**src/rtl/xmem_pkg.sv**
```systemverilog
package xmem_pkg;
    typedef enum logic [2:0] {
        XS_IDLE  = 3'd0,
        XS_ALE   = 3'd1,
        XS_AHOLD = 3'd2,
        XS_STRB  = 3'd3,
        XS_RECOV = 3'd4
    } xm_state_e;
endpackage

```
**src/rtl/xmem_seq.sv**
```systemverilog
module xmem_seq
    import xmem_pkg::*;
#(
    parameter int ADDR_W   = 16,
    parameter int DATA_W   = 8,
    parameter int WAIT_CYC = 1
) (
    input  logic                 clk,
    input  logic                 rst_n,
    input  logic                 en,
    input  logic                 wait_sel,
    input  logic                 rd_req,
    input  logic                 wr_req,
    input  logic [ADDR_W-1:0]    addr,
    input  logic [DATA_W-1:0]    wdata,
    input  logic [DATA_W-1:0]    bus_in,
    output logic                 busy,
    output logic                 ale,
    output logic                 rd_n,
    output logic                 wr_n,
    output logic [DATA_W-1:0]    bus_out,
    output logic                 bus_drive,
    output logic [ADDR_W-DATA_W-1:0] hi_addr,
    output logic [DATA_W-1:0]    rdata,
    output logic                 done
);
    localparam int HI_W  = ADDR_W - DATA_W;
    localparam int CNT_W = (WAIT_CYC < 1) ? 1 : $clog2(WAIT_CYC + 1);

    typedef struct packed {
        xm_state_e          state;
        logic [ADDR_W-1:0]  addr;
        logic [DATA_W-1:0]  wdata;
        logic               is_wr;
        logic [CNT_W-1:0]   cnt;
        logic [DATA_W-1:0]  rdata;
    } seq_t;

    seq_t seq_d, seq_q;

    // next-state computation
    always_comb begin
        seq_d = seq_q;
        unique case (seq_q.state)
            XS_IDLE: begin
                if (en && (rd_req || wr_req)) begin
                    seq_d.state = XS_ALE;
                    seq_d.addr  = addr;
                    seq_d.wdata = wdata;
                    seq_d.is_wr = wr_req;
                    seq_d.cnt   = wait_sel ? CNT_W'(WAIT_CYC) : '0;
                end
            end
            XS_ALE:   seq_d.state = XS_AHOLD;
            XS_AHOLD: seq_d.state = XS_STRB;
            XS_STRB: begin
                if (seq_q.cnt == '0) begin
                    seq_d.state = XS_RECOV;
                    if (!seq_q.is_wr) begin
                        seq_d.rdata = bus_in;
                    end
                end else begin
                    seq_d.cnt = seq_q.cnt - 1'b1;
                end
            end
            XS_RECOV: seq_d.state = XS_IDLE;
            default:  seq_d.state = XS_IDLE;
        endcase
    end

    always_ff @(posedge clk) begin
        if (!rst_n) begin
            seq_q <= '{state: XS_IDLE, default: '0};
        end else begin
            seq_q <= seq_d;
        end
    end

    // phase decode
    logic in_addr_ph, in_data_ph;
    always_comb begin
        in_addr_ph = (seq_q.state == XS_ALE) || (seq_q.state == XS_AHOLD);
        in_data_ph = (seq_q.state == XS_STRB) || (seq_q.state == XS_RECOV);
        busy       = (seq_q.state != XS_IDLE);
        ale        = (seq_q.state == XS_ALE);
        rd_n       = !((seq_q.state == XS_STRB) && !seq_q.is_wr);
        wr_n       = !((seq_q.state == XS_STRB) &&  seq_q.is_wr);
        bus_drive  = in_addr_ph || (in_data_ph && seq_q.is_wr);
        if (in_addr_ph) begin
            bus_out = seq_q.addr[DATA_W-1:0];
        end else if (in_data_ph && seq_q.is_wr) begin
            bus_out = seq_q.wdata;
        end else begin
            bus_out = '0;
        end
        hi_addr = seq_q.addr[ADDR_W-1 -: HI_W];
        rdata   = seq_q.rdata;
        done    = (seq_q.state == XS_RECOV);
    end
endmodule

```
**src/rtl/xmem_pinmux.sv**
```systemverilog
module xmem_pinmux #(
    parameter int DATA_W = 8,
    parameter int HI_W   = 8
) (
    input  logic              own,
    input  logic [DATA_W-1:0] bus_out,
    input  logic              bus_drive,
    input  logic [HI_W-1:0]   hi_addr,
    input  logic              ale_i,
    input  logic              rd_n_i,
    input  logic              wr_n_i,
    input  logic [DATA_W-1:0] gp_ad_out,
    input  logic [DATA_W-1:0] gp_ad_oe,
    input  logic [HI_W-1:0]   gp_hi_out,
    output logic [DATA_W-1:0] ad_out,
    output logic [DATA_W-1:0] ad_oe,
    output logic [HI_W-1:0]   hi_out,
    output logic              ale,
    output logic              rd_n,
    output logic              wr_n
);
    // per-pin selection between memory use and general-purpose use
    for (genvar b = 0; b < DATA_W; b++) begin : g_ad_bit
        assign ad_out[b] = own ? bus_out[b] : gp_ad_out[b];
        assign ad_oe[b]  = own ? bus_drive  : gp_ad_oe[b];
    end
    for (genvar h = 0; h < HI_W; h++) begin : g_hi_bit
        assign hi_out[h] = own ? hi_addr[h] : gp_hi_out[h];
    end
    assign ale  = own & ale_i;
    assign rd_n = ~own | rd_n_i;
    assign wr_n = ~own | wr_n_i;
endmodule

```
**src/rtl/xmem_bus_if.sv**
```systemverilog
module xmem_bus_if #(
    parameter int ADDR_W   = 16,
    parameter int DATA_W   = 8,
    parameter int WAIT_CYC = 1
) (
    input  logic                     clk,
    input  logic                     rst_n,
    input  logic                     xm_en,
    input  logic                     xm_wait,
    input  logic                     req_rd,
    input  logic                     req_wr,
    input  logic [ADDR_W-1:0]        req_addr,
    input  logic [DATA_W-1:0]        req_wdata,
    output logic [DATA_W-1:0]        rsp_rdata,
    output logic                     rsp_done,
    input  logic [DATA_W-1:0]        gpio_ad_out,
    input  logic [DATA_W-1:0]        gpio_ad_oe,
    input  logic [ADDR_W-DATA_W-1:0] gpio_hi_out,
    output logic [DATA_W-1:0]        ad_out,
    output logic [DATA_W-1:0]        ad_oe,
    input  logic [DATA_W-1:0]        ad_in,
    output logic [ADDR_W-DATA_W-1:0] hi_out,
    output logic                     ale,
    output logic                     rd_n,
    output logic                     wr_n
);
    localparam int HI_W = ADDR_W - DATA_W;

    logic              seq_busy, seq_ale, seq_rd_n, seq_wr_n, seq_drive;
    logic [DATA_W-1:0] seq_bus;
    logic [HI_W-1:0]   seq_hi;
    logic              pins_owned;

    xmem_seq #(
        .ADDR_W   (ADDR_W),
        .DATA_W   (DATA_W),
        .WAIT_CYC (WAIT_CYC)
    ) u_seq (
        .clk       (clk),
        .rst_n     (rst_n),
        .en        (xm_en),
        .wait_sel  (xm_wait),
        .rd_req    (req_rd),
        .wr_req    (req_wr),
        .addr      (req_addr),
        .wdata     (req_wdata),
        .bus_in    (ad_in),
        .busy      (seq_busy),
        .ale       (seq_ale),
        .rd_n      (seq_rd_n),
        .wr_n      (seq_wr_n),
        .bus_out   (seq_bus),
        .bus_drive (seq_drive),
        .hi_addr   (seq_hi),
        .rdata     (rsp_rdata),
        .done      (rsp_done)
    );

    // an access in flight keeps the pins even if the enable drops
    assign pins_owned = xm_en | seq_busy;

    xmem_pinmux #(
        .DATA_W (DATA_W),
        .HI_W   (HI_W)
    ) u_mux (
        .own       (pins_owned),
        .bus_out   (seq_bus),
        .bus_drive (seq_drive),
        .hi_addr   (seq_hi),
        .ale_i     (seq_ale),
        .rd_n_i    (seq_rd_n),
        .wr_n_i    (seq_wr_n),
        .gp_ad_out (gpio_ad_out),
        .gp_ad_oe  (gpio_ad_oe),
        .gp_hi_out (gpio_hi_out),
        .ad_out    (ad_out),
        .ad_oe     (ad_oe),
        .hi_out    (hi_out),
        .ale       (ale),
        .rd_n      (rd_n),
        .wr_n      (wr_n)
    );
endmodule

```
**config.mk**
```make
export PLATFORM = sky130hd
export DESIGN_NAME = xmem_bus_if
export DESIGN_NICKNAME = d
export VERILOG_FILES = /design/src/rtl/xmem_pkg.sv /design/src/rtl/xmem_seq.sv /design/src/rtl/xmem_pinmux.sv /design/src/rtl/xmem_bus_if.sv
export SDC_FILE = /design/constraint.sdc
export NUM_CORES = 1
export LEC_CHECK = 0
export BUFFER_PORTS_ARGS = -buffer_cell sky130_fd_sc_hd__buf_2
export CAP_MARGIN = 20
export CORE_MARGIN = 10
export CORE_UTILIZATION = 44
export CTS_BUF_LIST = sky130_fd_sc_hd__clkbuf_2
export DETAILED_ROUTE_END_ITERATION = 8
export PLACE_DENSITY = 0.81
export SLEW_MARGIN = 20
export SYNTH_ARGS = -nofsm -noshare
export SYNTH_HDL_FRONTEND = slang
export SYNTH_SLANG_ARGS = --single-unit
```
**constraint.sdc**
```tcl
create_clock -name clk -period 1.45 [get_ports clk]
set_clock_uncertainty 0.15 [all_clocks]
set_input_delay 0.145 -clock clk [delete_from_list [all_inputs] [get_ports clk]]
set_output_delay 0.145 -clock clk [all_outputs]
set_load 0.02 [all_outputs]
```
==> reports/results.tsv, run 1 <==
metric	value	unit
status	finished, violations left	
violated checks	setup timing	
Worst Hold Class	in -> reg	
Vias/cell	6.78	
initial DRC count	365	
H-tree Lvls	2	
setup TNS	-31.46	ns
Die ar.	7970	sq um
Yosys Warn Count	0	
Worst Tran Pin Value	0.342	ns
grt ovf	0	
Detailed Route WL	13600	um
WP data required	1.15	ns
clock sinks	37	
clock slew at reported path FFs	0.28	ns
Nets	480	
DRC Markers	0	
Routed Antenna Nets	0	
Peak VDD IR	818	uV
Crit path buffers/inverters	4	
Avg WL per Cell	28.6	um
Yosys top cell by area	dfxtp_1	
RSZ-0062 raised after global routing	yes	
Die Span Y	89.3	um
syn nets	317	
PortBufs	97	
CP cell instances	buf_4, buf_4, xnor2_1, buf_4, o21ai_0, a22oi_2, buf_6	
pin count of the biggest net entering global routing	18	
drt first pass iters	5	
met1 WL	4520	um
FILL cells	162	
Final setup viols	64	
CTS Buffer Depth	2	
worst setup margin	-0.850	ns
Crit Path Category	reg -> out	
Post-DP HPWL	5110	um
CP top delay family	buffers and inverters	
DR vias	3219	
P_leak	1.80	nW
row cnt	25	
critical path peak fanout	8	
CTS tree	yes	
layout cells sized above 1	63.7	%
clk root buf	clkbuf_2	
crit path time final	2.30	ns
CORE AREA	4690	sq um
CP peak stage delay	0.41	ns
critical path arrival	2.01	ns
routability cong.	0.840	
Max-cap violations	0	
met2 wire length	6130	um
uppermost layer routed	met4	
TritonCTS Buffers	5	
ys async rst share	0	%
Mapped Cells	255	
routed wl met3	1900	um
fmax	0.435	GHz
pre-CTS setup slack	-0.235	ns
Slew Limit Headroom	77.0	%
Setup crit start kind	flop	
kind of end point of the critical path	output pin	
Final Hold Fails	0	
width of the chip	89.3	um
cell area after synthesis	2110	sq um
Post-synth EDFFs	0	
gr usage total	26.7	%
Tcrit/Tclk final	159	%
Seq/Total Area, Yosys	35.1	%
Clock Latency Late Sink	0.47	ns
first-pass GRT wire length	16500	um
post-synth cell types	34	
Max Slew Vio Count	0	
P&R area growth vs syn	98.6	%
Synth area leaders	dfxtp_1 (35%), o21ai_0 (9.7%), nand3_1 (8.1%)	
Top FF cell, synth	dfxtp_1	
CP dominant cell by count	buf_4	
initial core utilization	45.0	%
number of synthesized register bits	37	
Synth top area share	35.1	%
Power Density	1020	nW/um^2
vias in the first global route	3002	
CP max stage cell	dfxtp_4	
syn_area_per_cell	8.29	sq um
I/O Pins	98	
initial antenna violation count	2	
## cells in the mapped netlist, types with 2 or more instances
master,count
nand3b_1,2
buf_2,11
buf_6,3
a21oi_1,2
dfxtp_1,37
nor2_1,2
mux2_2,8
nand3_1,34
o21ai_1,2
a22oi_1,7
nor3b_1,2
a32oi_1,8
o21ai_0,41
nand2_1,28
buf_4,10
clkbuf_1,7
a22oi_2,2
or2_2,2
a21boi_0,14
a21boi_1,19
## cell usage in the layout (no fill, tap or decap), types with 2 or more instances in the layout
cell           count
a21boi_1          29
a21boi_2           4
a21oi_1            2
a22oi_2            9
a32oi_1            2
a32oi_2            6
buf_12             9
buf_2             69
buf_4             29
buf_6             43
bufinv_16          2
clkbuf_2           5
dfxtp_1           34
dfxtp_4            3
diode_2            2
dlygate4sd3_1     36
mux2_4             8
nand2_1            4
nand2_2           10
nand2_4           14
nand3_1           27
nand3_2            7
nand3b_1           2
nor3b_2            2
o21ai_0            2
o21ai_1            6
o21ai_2           32
o21ai_4            3
## worst register-to-register path, stage by stage, from the launching register on
cell      delay (ns)
dfxtp_4         0.40
buf_4           0.14
buf_6           0.12
buf_6           0.11
or3_4           0.45
buf_12          0.18
buf_12          0.13
o21ai_2         0.12
a21boi_1        0.08
## path summary, 6_finish.rpt
path,to,slack (ns),cells after the start,from
setup / recovery,ad_out[3],-0.85,7,u_seq.seq_q[35]
hold / removal,u_seq.hi_addr[1],0.06,5,req_rd
setup reg to reg,u_seq.seq_q[9],-0.44,8,u_seq.seq_q[36]
hold reg to reg,u_seq.rdata[2],0.34,2,u_seq.rdata[2]
## cell families (layout without fill, tap and decap cells)
group,count (synthesis),in the layout,synth area share (%)
and+or+nand+nor,77,77,19.1
buffers and inverters,33,197,9.35
muxes,8,8,4.26
DFF,37,37,35.1
xor gates and xnor gates,2,2,1.18
AOI/OAI and AO/OA,98,98,31.1
other,0,2,0
## power breakdown
part | leakage [nW] | switching [mW] | total (mW) | internal [mW]
logic | 1.44 | 1.17 | 2.21 | 1.04
registers | 0.304 | 0.0901 | 1.18 | 1.09
clock network | 0.0536 | 0.431 | 0.901 | 0.470
total | 1.80 | 1.69 | 4.29 | 2.60
## state kept, by name, indices dropped and copies added, names as in the netlist
signal / flops
u_seq.hi_addr: 8
u_seq.seq_q: 21
u_seq.rdata: 8
## layout make-up
| type | count | area [sq um] | share of cell area, % |
|---|---|---|---|
| diodes | 2 | 5.00 | 0.119 |
| clock buffers | 5 | 25.0 | 0.596 |
| clock inverters | 3 | 68.8 | 1.64 |
| inverters | 1 | 3.75 | 0.0894 |
| multi-input cells | 185 | 1650 | 39.2 |
| flip-flops and latches | 37 | 752 | 17.9 |
| well taps | 54 | 67.6 | 1.61 |
| repair buffers | 188 | 1630 | 38.8 |
## through the flow
stage	total power [mW]	instance area, sq um	hold slack (ns)	util [%]	instances
floorplan	1.96	2210	0.139	-	255
global placement	2.44	2920	0.246	62.2	412
detailed placement	2.47	2920	0.256	62.2	412
CTS	3.86	3960	0.0936	84.4	472
global route	4.36	4200	0.102	89.4	474
finish	4.29	4200	0.0617	89.5	475
## routing by layer
metal	global-route usage [%]	vias up
met4	11.6	0
met5	0	-
met3	8.93	126
met1	27.9	1500
met2	47.7	343
li1	-	1250
## repair_timing
action | in CTS | in global routing
hold buffers | 36 | 0
setup buffers | 12 | 4
gates cloned | 5 | 0
setup endpoints to repair | 62 | 64
pin swaps | 71 | 43
gates resized for setup | 164 | 60
hold endpoints to repair | 34 | 0
Power figures use the tool's default switching activity.
==> inputs of run 2 (changes only) <==
--- a/config.mk
+++ b/config.mk
@@ -8,10 +8,10 @@
 export BUFFER_PORTS_ARGS = -buffer_cell sky130_fd_sc_hd__buf_2
 export CAP_MARGIN = 20
 export CORE_MARGIN = 10
-export CORE_UTILIZATION = 44
+export CORE_UTILIZATION = 48
 export CTS_BUF_LIST = sky130_fd_sc_hd__clkbuf_2
 export DETAILED_ROUTE_END_ITERATION = 8
-export PLACE_DENSITY = 0.81
+export PLACE_DENSITY = 0.84
 export SLEW_MARGIN = 20
 export SYNTH_ARGS = -nofsm -noshare
 export SYNTH_HDL_FRONTEND = slang
==> constraint.sdc (replaced) <==
create_clock -name clk -period 2.5 [get_ports clk]
set_clock_uncertainty 0.15 [all_clocks]
set_input_delay 0.25 -clock clk [delete_from_list [all_inputs] [get_ports clk]]
set_output_delay 0.25 -clock clk [all_outputs]
set_load 0.02 [all_outputs]
==> reports/results.tsv, run 2 (same netlist as run 1, synthesis figures left out) <==
metric	value	unit
status	completed	
Hold Path Origin	xm_en	
grt ovf	0	
Comb power frac	40.4	%
worst setup margin	0.113	ns
Clk pwr share	17.4	%
P&R area growth vs syn	39.5	%
Nets	430	
first-pass GRT wire length	11300	um
routability cong.	0.791	
Final Hold Fails	0	
clk root buf	clkbuf_2	
FILL cells	369	
Worst Tran Pin Value	0.750	ns
DR vias	2359	
pre-CTS setup slack	0.329	ns
TritonCTS Buffers	5	
kind of end point of the critical path	output pin	
CTS Buffer Depth	2	
H-tree Lvls	2	
Peak VDD IR	235	uV
Die Span Y	86.4	um
WP data required	2.10	ns
vias in the first global route	2351	
initial core utilization	49.2	%
pin count of the biggest net entering global routing	38	
CORE AREA	4290	sq um
commonest non-fill, non-tap cell in the layout	buf_2	
Pint	0.974	mW
PortBufs	97	
Final setup viols	0	
CP peak stage delay	0.46	ns
width of the chip	86.4	um
crit path time final	2.39	ns
setup TNS	0	ns
max FFs per register	21	
Max Slew Vio Count	0	
Worst Hold Class	in -> reg	
Slew Limit Headroom	50.0	%
Setup crit start kind	flop	
Avg WL per Cell	16.6	um
Die ar.	7460	sq um
Reg with most FFs	u_seq.seq_q	
worst hold slack	0.0233	ns
final core utilization	68.6	%
Net Sw Frac	39.2	%
CP max stage cell	dfxtp_2	
P_leak	1.29	nW
Switching Power	0.627	mW
# diodes	0	
initial DRC count	145	
Critical path origin	u_seq.seq_q[34]	
Max-cap violations	0	
initial antenna violation count	0	
DRC Markers	0	
critical path arrival	1.99	ns
Routed Antenna Nets	0	
Detailed Route WL	7010	um
Power Density	543	nW/um^2
dpl cells	378	
Clock Latency Late Sink	0.40	ns
clock sinks	37	
I/O Pins	98	
Post-DP HPWL	4620	um
commonest cells after routing, fill and taps aside	buf_2 (97), o21ai_0 (41), nand3_1 (34), dlygate4sd3_1 (34), dfxtp_1 (34)	
RSZ-0062 raised after global routing	no	
CP top delay family	flip-flops	
CP cell instances	nor4_4, buf_8, mux2_2, buf_2	
Tcrit/Tclk final	95.5	%
layout cells sized above 1	35.8	%
clock slew at reported path FFs	0.18	ns
Post-Layout Cell Count	421	
gr usage total	18.1	%
CTS tree	yes	
drt first pass iters	4	
Vias/cell	5.60	
fmax	0.419	GHz
Crit path buffers/inverters	2	
RR Startpoint	u_seq.seq_q[36]	
critical path peak fanout	32	
row cnt	24	
sequential power share	42.2	%
Crit Path Category	reg -> out	
[run 2: cell types whose count changed in the layout (fill, tap and decap cells not counted), sizes merged]
cell | previous run | this run
clkinv | 0 | 2
bufinv | 2 | 0
dlygate4sd3 | 36 | 34
diode | 2 | 0
clkbuf | 5 | 6
buf | 152 | 104
inv | 2 | 1
[run 2: area by class of cell]
type	instances	area, sq um	area share (%)
tap	52	65.1	2.21
clock inverter	2	10.0	0.340
timing repair buffer	138	898	30.5
multi-input combinational	185	1190	40.5
clock buffer	6	30.0	1.02
sequential	37	747	25.3
inverter	1	3.75	0.127
[run 2: per-layer routing]
metal  global-route usage (%)  wire length (um)
met1                     20.2              2750
met2                     30.9              3420
met3                     7.41               743
met4                     4.71                91
met5                        0                 0
[run 2: power by group through the flow]
stage	Clock, mW	Combinational, mW	Sequential, mW
final	0.278	0.647	0.676
after detailed placement	0	0.574	0.682
after global routing	0.308	0.705	0.683
after global placement	0	0.565	0.679
after floorplan	0	0.424	0.661
after CTS	0.281	0.619	0.671
[run 2: what timing repair did]
item | 4_1_cts | 5_1_grt
buffers inserted | 0 | 1
endpoints found under the hold margin | 34 | 0
gates resized for setup | 3 | 5
pin swaps | 0 | 0
setup endpoints to repair | 24 | 21
hold buffers | 34 | 0
[run 2: per-stage QoR]
stage,total power [mW],instance area (sq um)
finish,1.60,2950
global route,1.70,2950
CTS,1.57,2900
detailed placement,1.26,2510
global placement,1.24,2510
floorplan,1.08,2110
[run 2: tightest hold or removal path, cell delays in order]
cell and delay, ns:
buf_2 0.14, nand3_1 0.08, a21boi_1 0.05
[run 2: path summary, 6_finish.rpt]
kind                      end  cells after the start  slack (ns)
min            u_seq.seq_q[9]                      3        0.02
max reg2reg   u_seq.seq_q[25]                      3        0.56
min reg2reg  u_seq.hi_addr[4]                      2        0.34
max                 hi_out[6]                      4        0.11
